$ cat config.mk
export PLATFORM = sky130hd
export DESIGN_NAME = ring_idle_seq
export DESIGN_NICKNAME = d
export VERILOG_FILES = /design/src/rtl/rti_pkg.sv /design/src/rtl/rti_start_gate.sv /design/src/rtl/rti_hold_timer.sv /design/src/rtl/rti_out_drive.sv /design/src/rtl/ring_idle_seq.sv
export SDC_FILE = /design/constraint.sdc
export NUM_CORES = 1
export LEC_CHECK = 0
export BUFFER_PORTS_ARGS = -buffer_cell sky130_fd_sc_hd__buf_2
export CAP_MARGIN = 20
export CORE_AREA = 2 2 39 41
export CTS_BUF_LIST = sky130_fd_sc_hd__clkbuf_2
export DETAILED_ROUTE_END_ITERATION = 7
export DIE_AREA = 0 0 41 43
export GPL_TIMING_DRIVEN = 0
export SLEW_MARGIN = 10
export SYNTH_ARGS = -nofsm -noshare
export SYNTH_HDL_FRONTEND = slang
export SYNTH_SLANG_ARGS = --single-unit
$ cat constraint.sdc
create_clock -name clk -period 1.7 [get_ports clk]
set_input_delay 0 -clock clk [delete_from_list [all_inputs] [get_ports clk]]
set_output_delay 0 -clock clk [all_outputs]
set_load 0.1 [all_outputs]
$ cat src/rtl/rti_pkg.sv
package rti_pkg;

  typedef enum logic [2:0] {
    ST_IDLE      = 3'd0,
    ST_HOLD_CMD  = 3'd1,
    ST_OVR_ENTER = 3'd2,
    ST_HOLD_OVR  = 3'd3,
    ST_FINISH    = 3'd4
  } seq_st_e;

  localparam logic [2:0] CMD_IDLE   = 3'b000;
  localparam logic [2:0] CMD_RING   = 3'b100;
  localparam logic [2:0] CMD_ALLOFF = 3'b101;

  // First state of an accepted change
  function automatic seq_st_e entry_state(logic bbm, logic use_ovr);
    if (!bbm)   return ST_FINISH;
    if (use_ovr) return ST_OVR_ENTER;
    return ST_HOLD_CMD;
  endfunction

  // Command code presented for each state
  function automatic logic [2:0] cmd_of(seq_st_e st, logic [2:0] cur);
    case (st)
      ST_IDLE:      return cur;
      ST_HOLD_CMD:  return CMD_ALLOFF;
      ST_OVR_ENTER: return CMD_RING;
      default:      return CMD_IDLE;
    endcase
  endfunction

  // Override pull-low enable for each state
  function automatic logic ovr_of(seq_st_e st);
    return (st == ST_OVR_ENTER) || (st == ST_HOLD_OVR);
  endfunction

  function automatic logic is_hold(seq_st_e st);
    return (st == ST_HOLD_CMD) || (st == ST_HOLD_OVR);
  endfunction

endpackage

$ cat src/rtl/rti_start_gate.sv
module rti_start_gate (
  input  logic       start_i,
  input  logic       busy_i,
  input  logic [2:0] cmd_cur_i,
  output logic       accept_o,
  output logic       reject_o
);
  import rti_pkg::*;

  logic in_ring;
  always_comb begin
    in_ring  = (cmd_cur_i == CMD_RING);
    accept_o = start_i && !busy_i && in_ring;
    reject_o = start_i && !busy_i && !in_ring;
  end
endmodule

$ cat src/rtl/rti_hold_timer.sv
module rti_hold_timer #(
  parameter int HOLD_MS = 25
) (
  input  logic clk,
  input  logic rst_n,
  input  logic run_i,
  input  logic tick_i,
  output logic expire_o
);
  localparam int CW = (HOLD_MS < 2) ? 1 : $clog2(HOLD_MS);
  localparam logic [CW-1:0] LAST = CW'(HOLD_MS - 1);

  logic [CW-1:0] cnt_q;

  always_comb expire_o = run_i && tick_i && (cnt_q == LAST);

  always_ff @(posedge clk or negedge rst_n) begin
    if (!rst_n)                 cnt_q <= '0;
    else if (!run_i || expire_o) cnt_q <= '0;
    else if (tick_i)            cnt_q <= cnt_q + 1'b1;
  end
endmodule

$ cat src/rtl/rti_out_drive.sv
module rti_out_drive (
  input  rti_pkg::seq_st_e st_i,
  input  logic [2:0]       cmd_cur_i,
  output logic [2:0]       cmd_o,
  output logic             ovr_low_en_o,
  output logic             busy_o
);
  import rti_pkg::*;

  always_comb begin
    cmd_o        = cmd_of(st_i, cmd_cur_i);
    ovr_low_en_o = ovr_of(st_i);
    busy_o       = (st_i != ST_IDLE);
  end
endmodule

$ cat src/rtl/ring_idle_seq.sv
module ring_idle_seq #(
  parameter int HOLD_MS      = 25,
  parameter bit USE_OVERRIDE = 1'b0
) (
  input  logic       clk,
  input  logic       rst_n,
  input  logic       start_i,
  input  logic       bbm_i,
  input  logic       ms_tick_i,
  input  logic [2:0] cmd_cur_i,
  output logic [2:0] cmd_o,
  output logic       ovr_low_en_o,
  output logic       busy_o,
  output logic       done_o,
  output logic       err_o
);
  import rti_pkg::*;

  seq_st_e st_q, st_d;
  logic    accept, reject, hold_run, hold_expire;
  logic    done_q, err_q;

  rti_start_gate u_gate (
    .start_i   (start_i),
    .busy_i    (busy_o),
    .cmd_cur_i (cmd_cur_i),
    .accept_o  (accept),
    .reject_o  (reject)
  );

  always_comb hold_run = is_hold(st_q);

  rti_hold_timer #(.HOLD_MS(HOLD_MS)) u_timer (
    .clk      (clk),
    .rst_n    (rst_n),
    .run_i    (hold_run),
    .tick_i   (ms_tick_i),
    .expire_o (hold_expire)
  );

  always_comb begin
    st_d = st_q;
    case (st_q)
      ST_IDLE:      if (accept) st_d = entry_state(bbm_i, USE_OVERRIDE);
      ST_OVR_ENTER: st_d = ST_HOLD_OVR;
      ST_HOLD_CMD,
      ST_HOLD_OVR:  if (hold_expire) st_d = ST_FINISH;
      ST_FINISH:    st_d = ST_IDLE;
      default:      st_d = ST_IDLE;
    endcase
  end

  always_ff @(posedge clk or negedge rst_n) begin
    if (!rst_n) begin
      st_q   <= ST_IDLE;
      done_q <= 1'b0;
      err_q  <= 1'b0;
    end else begin
      st_q   <= st_d;
      done_q <= (st_q == ST_FINISH);
      err_q  <= reject;
    end
  end

  rti_out_drive u_drive (
    .st_i         (st_q),
    .cmd_cur_i    (cmd_cur_i),
    .cmd_o        (cmd_o),
    .ovr_low_en_o (ovr_low_en_o),
    .busy_o       (busy_o)
  );

  assign done_o = done_q;
  assign err_o  = err_q;
endmodule

Word-level counts from Yosys, hierarchy flattened
Index checks and enable logic that the tools add are counted.
- add/sub/neg operators: 1
- equality and inequality tests: 8
- multiplexer cells: 11
- reduce and logical (&&, ||, !) cells: 16
- operator list (kind ; number):
    one-hot mux 3 bit (3 select lines) ; 2
    two-way mux 3 bit ; 4
    two-way mux 5 bit ; 2
    == test 3 x 2 -> 1 bit (second input constant) ; 2
    == test 3 bit (second input constant) ; 2
    adder 5 x 1 -> 5 bit (second input constant) ; 1
    == test 5 bit (second input constant) ; 1
    logical AND 1 bit ; 5
    == test 3 x 1 -> 1 bit (second input constant) ; 1
    zero test 1 bit ; 3
    zero test 3 bit ; 1
    logical OR 1 bit ; 3
    two-way mux 1 bit ; 3
    nonzero test 3 bit ; 1
    != test 2 x 1 -> 1 bit (second input constant) ; 1
    != test 2 bit (second input constant) ; 1
    AND reduction 2 bit ; 1
    nonzero test 2 bit ; 1
    OR reduction 2 bit ; 1
- register bits after elaboration: 10
- bits of input ports: 8
- output and inout bits: 7
- word-level logic and storage cells: 40

Depth between registers and ports, before layout
Gate-level depths: netlist of run 1.
- word-level depth: 9
- gate-level depth with buffers: 5
- mapped depth without buffers: 5

By module
Synthesis of run 1 repeated with hierarchy kept, for this count alone.
- cell total of the unflattened synthesis: 52
- area, all modules: 545.5 um^2
- by module, submodules not included (module ; times used ; cells each ; area an instance (um^2) ; sequential area each (um^2)):
    rti_hold_timer ; 1 ; 26 ; 265.3 ; 125.1
    ring_idle_seq ; 1 ; 14 ; 182.7 ; 125.1
    rti_out_drive ; 1 ; 8 ; 51.3 ; 0.0
    rti_start_gate ; 1 ; 4 ; 46.3 ; 0.0

Worst setup path before layout of run 1
Ideal clock, no wire load.
- path kind: flip-flop to output port
- start: reg st_q[1]
- end: out cmd_o[2]
- data arrival time: 2.779 ns
- required time: 1.700 ns
- slack: -1.079 ns
- cell stages (with the launch flop): 4
- buffers on the path: 1
- cells stage by stage: dfrtp_1 -> clkbuf_2 -> nor3_1 -> a211oi_1
- cells in the longest elaborated chain, start to end: 2
- elaborated cells on any way between the ends: 4
- classes of those cells: eq/ne: 2; mux: 1; reduce/logical: 1
- RTL lines (what ; RTL line ; RTL):
    start, declared ; ring_idle_seq.sv:19 ; seq_st_e st_q, st_d;
    start signal, assigned ; ring_idle_seq.sv:59 ; st_q <= st_d;
    == test 3 x 2 -> 1 bit (tied with other cells) ; rti_pkg.sv:24 ; case (st)
    one-hot mux 3 bit (3 select lines) (*) ; rti_pkg.sv:24 ;
    end, declared ; ring_idle_seq.sv:11 ; output logic [2:0] cmd_o,
Mark *: on every way between the ends. The rest lies on a longest branch, timed or not.

Final worst setup path of run 1
- start: reg st_q[1]
- end: out cmd_o[1]
The elaborated chain is that of the path after synthesis.

==> impl_results.md, run 1 <==
* Worst slew pin tran at 488 ps
* Vias in the first global route at approximately 400
* Max VDD drop at 0.510 mV
* Post-Syn Nets at 65
* Layout cells sized above 1 at 0.324
* Final setup margin at approximately 170 ps
* Commonest cells post-synth: dfrtp_1, nor2_1, nor3_1
* Top cells by area, synth: dfrtp_1, nor2_1, ha_1, nor3_1, nand4b_4
* Max Freq at between 600 and 700 MHz
* Insertion delay to the later sink of the worst-skew pair at roughly 250 ps
* Antenna violations before repair at 0
* Synth Register Bits at 10
* # H-tree levels at 1
* CTS root buf: clkbuf_2
* Clk buf depth at 2
* Starting DRT DRC Count at 1
* Placed Cells at 84
* Area Overhead vs Synth at 25.7%
* CP endpoint kind: output pin
* Area leader, netlist: dfrtp_1
* Yosys synthesis warning count at 0
* Synth Area per Inst at between 9 and 10 µm²
* Filler cells at 139
* Die W at a little over 40 µm
* Synthesized instance count at 55
* Top-area cell type share of the netlist area at 0.463
* Most numerous cell in the Yosys netlist: dfrtp_1
* Post-synthesis mux area share at 0.0185
* Synth Area in Compound Gates at 0.0556
* Clock tree from TritonCTS: done
* Reg clk slew, reported paths at approximately 110 ps
* Nets@finish at 85
* Count of different cell masters after synthesis at 23
* HP Class: input port to register
* Cell Area, Synth at about 540 µm²
* First-pass GRT wire length at ~1700 µm
* Full die area at 1760 µm²
* Port buffer count at 13
* Cts bufs inserted at 3
* Vias/cell at slightly below 5
* CP required at ~1700 ps
* Power Density at slightly above 1000 nW/µm²
* Critical path class: register to output pin
* # rows at 14
* Core area at roughly 1400 µm²
* Post-CTS Setup Inserts at 0
* FFs w/ async S/R, synth at 1.00
* DR pass1 iterations at 2
* Final worst-path cycle share at 0.899
* Gr usage total at 0.148
* Setup TNS at 0 ps
* Largest family of logic cells by synthesized area: simple AND/OR/NAND/NOR gates
* Setup WS pre-CTS at about 320 ps
* Post-route ant nets at 0
* Total Wirelength at just under 1000 µm
* Post-synthesis xor/xnor area fraction at 0.0648
* Setup violators final at 0
* ANT cells at 0
* Simple-gate share of the synthesized area at 0.285
* Final hold vios at 0
* LEAKAGE at between 0.3 and 0.4 nW
* Relative slew slack at 0.677
* Skew final at about 7.5 ps
* Max_cap viols at 0
* Status: completed
* CP Launch Type: register
* Total number of vias at 440
* CP arrival at 1530 ps
* Register area share after synthesis at 0.463
* Worst hold slack at 20.9 ps
* RSZ-0062 raised after global routing: false
* Final Core Density at 0.491
* Pin count of the biggest net entering global routing at 11
* Max Slew Vio Count at 0
* Fin cells at 90
* Post-synth EDFFs at 0
* Initial Util at 0.391
* Number of remaining DRC errors at 0
* Post-synthesis adder-cell area fraction at 0.0463
* Die Ht at between 40 and 50 µm
* Final min period at ~1500 ps
* CTS sink cnt at 10
* Detailed Place HPWL at a little under 800 µm
* RePlAce Congestion at approximately 0.67
* Main synth FF type: dfrtp_1
* GRT Residual Overflow at 0
* DR WL/cell at about 11 µm
* Ports at 15
* Maximum fanout along the worst path at 8
[final cells by class]
cell class,count,area [µm²],area share
tap,16,20.0,0.0295
sequential,10,250,0.368
multi-input combinational,38,267,0.392
clock buffer,3,15.0,0.0221
buffer,3,21.3,0.0313
inverter,4,15.0,0.0221
clock inverter,1,3.75,0.00552
timing repair buffer,15,87.6,0.129
[worst paths after layout]
kind | startpoint | endpoint | slack, ps | cells after the start
setup / recovery | st_q[1] | cmd_o[1] | 170 | 4
min in group asynchronous | rst_n | st_q[1] | 120 | 2
setup reg to reg | u_timer.cnt_q[0] | st_q[1] | 390 | 5
hold reg to reg | u_timer.cnt_q[1] | u_timer.cnt_q[1] | 600 | 2
max in group asynchronous | rst_n | u_timer.cnt_q[0] | 1390 | 2
hold / removal | cmd_cur_i[1] | err_o | 20 | 3
[sequential cells by signal (all words and copies together) (netlist names)]
register,cells
u_timer.cnt_q,5
st_q,3
done_o,1
err_o,1
[layout by cell type, fill, tap and decap left out, types with 2 or more instances in the layout]
cell	instances
nand4_1	2
ha_1	2
inv_1	4
nor2_1	8
xor2_1	2
clkbuf_2	4
buf_2	13
dfrtp_1	10
nand2_1	3
and2_1	2
dlygate4sd3_1	2
xnor2_1	2
nor3_1	4
nor3b_1	2
[worst max-delay path, stage by stage (launching register included)]
cell	delay (ps)
dfrtp_1	370
clkbuf_2	160
nor3_1	280
and2_1	170
buf_4	280
[per-layer routing]
metal	part of all wire	global-route usage	up-vias
met5	0	0	-
met4	0	0.0400	0
met3	0.055	0.0785	0
met2	0.50	0.234	10
met1	0.44	0.166	211
li1	-	-	219
[report_power, final]
| part | internal, mW | total (mW) | switching [mW] | leakage (nW) |
|---|---|---|---|---|
| Clock | 0.0511 | 0.134 | 0.0833 | 0.0140 |
| Combinational | 0.0688 | 0.288 | 0.219 | 0.201 |
| Sequential | 0.256 | 0.270 | 0.0138 | 0.135 |
| Total | 0.376 | 0.692 | 0.316 | 0.350 |
[cells by family (layout without fill, tap and decap cells)]
| kind of cell | Yosys count | in the layout |
|---|---|---|
| AND/OR/NAND/NOR | 27 | 27 |
| flip-flops | 10 | 10 |
| XOR/XNOR | 4 | 4 |
| adder cells (fa/ha/maj) | 2 | 2 |
| AO/OA/AOI/OAI | 4 | 4 |
| multiplexers | 1 | 1 |
| buffers and inverters | 7 | 26 |
[stage by stage]
step	power (mW)	area, µm²
2_1_floorplan	0.510	553
3_3_place_gp	0.556	638
3_5_place_dp	0.560	638
4_1_cts	0.702	677
5_1_grt	0.735	679
6_report	0.692	679
[what timing repair did]
item,4_1_cts,5_1_grt
gates resized for setup,0,2
hold buffers,2,0
hold endpoints to repair,12,0
setup endpoints to repair,0,1
No activity file was read; power rests on OpenSTA's default activity.
==> run 2, diff against run 1 <==
--- a/config.mk
+++ b/config.mk
@@ -15,4 +15,5 @@
 export SLEW_MARGIN = 10
 export SYNTH_ARGS = -nofsm -noshare
 export SYNTH_HDL_FRONTEND = slang
+export SYNTH_HIERARCHICAL = 1
 export SYNTH_SLANG_ARGS = --single-unit
==> run 2 against run 1 <==
Effect of this change:
- the run now ends with setup timing left
- area after synthesis is 0.93% higher
- core utilization grew 2.3 points
- sequential cell count did not move
- sequential power rose by 1%
- combinational power increased by 16%
- global-route usage is 0.84 points lower
- cell count stayed put
- design area rose by 4.6%
- non-clock buffer count is 1 higher
- synthesized cell count decreased by 5.5%
- worst hold slack better by 6.0 ps
==> impl_results.md, run 2 <==
* Count of different cell masters after synthesis at 23
* GRT Residual Overflow at 0
* DR WL/cell at 10.9 µm
* Status: finished, violations left
* R2R Setup Slk at -190 ps
* Vias/cell at about 4.8
* First-pass GRT wire length at roughly 1600 µm
* DR pass1 iterations at 4
* HP Class: input port to register
* Ports at 15
* Final hold vios at 0
* Detailed Place HPWL at ~700 µm
* Synth Register Bits at 10
* Number of remaining DRC errors at 0
* Max Freq at 530 MHz
* Cell Area, Synth at between 500 and 600 µm²
* Die Ht at 43 µm
* Max reg flops at 5
* RePlAce Congestion at 0.629
* CP endpoint kind: register
* Biggest regs: u_timer/cnt_q (5), st_q (3)
* Area leader, netlist: dfrtp_1
* Port buffer count at 13
* Post-synth EDFFs at 0
* Worst hold slack at 26.9 ps
* Commonest non-fill, non-tap cell in the layout: buf_2
* # H-tree levels at 1
* Switch share at 0.449
* Top cells by area, synth: dfrtp_1, nor2_1, xor2_1, ha_1, nor4b_4
* Setup TNS at -187 ps
* Final min period at between 1500 and 2000 ps
* Most numerous cell in the Yosys netlist: dfrtp_1
* Nets@finish at 85
* Critical path class: register to register
* R2R depth at 5
* FFs w/ async S/R, synth at 1.00
* Final setup margin at -187 ps
* Synth Area per Inst at between 10 and 15 µm²
* Total Wirelength at slightly below 1000 µm
* Antenna violations before repair at 0
* Post-route ant nets at 0
* Skew final at ~15 ps
* Filler cells at approximately 130
* CP required at ~1900 ps
* Die W at between 40 and 50 µm
* Synthesized instance count at between 50 and 60
* Top-area cell type share of the netlist area at 0.459
* Insertion delay to the later sink of the worst-skew pair at between 200 and 250 ps
* CP Launch Type: register
* Gr usage total at 0.140
* LEAKAGE at about 0.34 nW
* Buffers and inverters on the worst path at 0
* Worst slew pin tran at about 490 ps
* Clk buf depth at 2
* Initial Util at 0.394
* Switching pwr at 0.332 mW
* Placed Cells at 81
* Crit-path leading delay family: simple AND/OR/NAND/NOR gates
* CP max stage delay at ~470 ps
* Final worst-path cycle share at 1.11
* Pin count of the biggest net entering global routing at 11
* Max Slew Vio Count at 0
* Pint at approximately 0.41 mW
* Worst hold stages at 3
* Crit-path cells: or3_4 > nand2b_4 > nor4b_4 > or4b_1 > a21oi_2
* Commonest cells post-synth: dfrtp_1, nor2_1
* Seq pwr share at 0.371
* Max VDD drop at roughly 0.89 mV
* Maximum fanout along the worst path at 3
* Total number of vias at ~440
* CP arrival at roughly 2000 ps
* RSZ-0062 raised after global routing: true
* Relative slew slack at 0.677
* Clock tree from TritonCTS: done
* Fin cells at 90
* Setup violators final at 1
* Cts bufs inserted at 3
* CTS root buf: clkbuf_2
* Full die area at about 1800 µm²
* ANT cells at 0
* Reg clk slew, reported paths at ~100 ps
* Power Density at 1040 nW/µm²
* Yosys synthesis warning count at 6
* Largest Register: u_timer/cnt_q
* Starting DRT DRC Count at 4
* CTS sink cnt at 10
* Main synth FF type: dfrtp_1
* Register area share after synthesis at 0.459
* Layout cells sized above 1 at 0.446
* Post-Syn Nets at between 60 and 70
* Crit path max-delay cell type: or4b_1
* Area Overhead vs Synth at 30.3%
* Vias in the first global route at around 420
* Critical Path Stages at 5
* Failing checks: setup timing
* Max_cap viols at 0
* Core area at approximately 1400 µm²
* Most frequent cells in the layout: buf_2, dfrtp_1, nor2_1
* Final Core Density at 0.514
* Combinational share of power at 0.451
* # rows at 14
* Clk pwr share at 0.178
[run 2: cells by family after synthesis]
family / after synthesis / share of synthesized area
flip-flops: 10 / 0.459
adder cells (fa/ha/maj): 2 / 0.0459
AO/OA/AOI/OAI: 6 / 0.0711
XOR/XNOR: 4 / 0.0642
multiplexers: 1 / 0.0183
AND/OR/NAND/NOR: 25 / 0.312
buffers and inverters: 4 / 0.0298
[run 2: final cells by class]
cell class,instances,area [µm²],area share
plain buffers,1,5.00,0.00704
clock buffers,4,20.0,0.0282
inverters,3,11.3,0.0158
multi-input cells,38,293,0.412
flip-flops and latches,10,254,0.357
well taps,16,20.0,0.0282
repair buffers,18,108,0.151
[run 2: power by group through the flow]
stage	Sequential, mW	Clock, mW	Combinational, mW
2_1_floorplan	0.313	0	0.231
3_3_place_gp	0.289	0	0.303
3_5_place_dp	0.290	0	0.307
4_1_cts	0.274	0.139	0.337
5_1_grt	0.276	0.154	0.357
6_report	0.274	0.132	0.333
[run 2: repair_timing]
action / CTS / global route
setup buffers: 3 / 0
endpoints found under the hold margin: 11 / 0
hold buffers: 2 / 0
gates resized for setup: 2 / 1
setup endpoints to repair: 1 / 1
[run 2: final timing paths]
kind,startpoint,end
setup / recovery,st_q[1],st_q[2]
min in group asynchronous,rst_n,u_timer/cnt_q[4]
setup reg to reg,st_q[1],st_q[2]
max in group asynchronous,rst_n,st_q[2]
hold reg to reg,u_timer/cnt_q[4],u_timer/cnt_q[4]
hold / removal,bbm_i,st_q[0]
[run 2: routing by layer]
layer,up-vias,track usage,wire length (µm)
li1,224,-,-
met1,200,0.168,454
met2,11,0.216,497
met3,0,0.0157,33
met4,0,0.100,0
met5,-,0,0
[run 2: through the flow]
stage / total power, mW / worst slack [ps] / area [µm²]
global route: 0.787 / -291 / 711
detailed placement: 0.597 / -227 / 642
CTS: 0.750 / -201 / 707
global placement: 0.592 / -235 / 642
floorplan: 0.544 / -335 / 557
finish: 0.739 / -187 / 711
[run 2: tightest hold or removal path, stage by stage]
cell and delay, ps:
buf_2 80, a211oi_1 50, nor2b_1 90
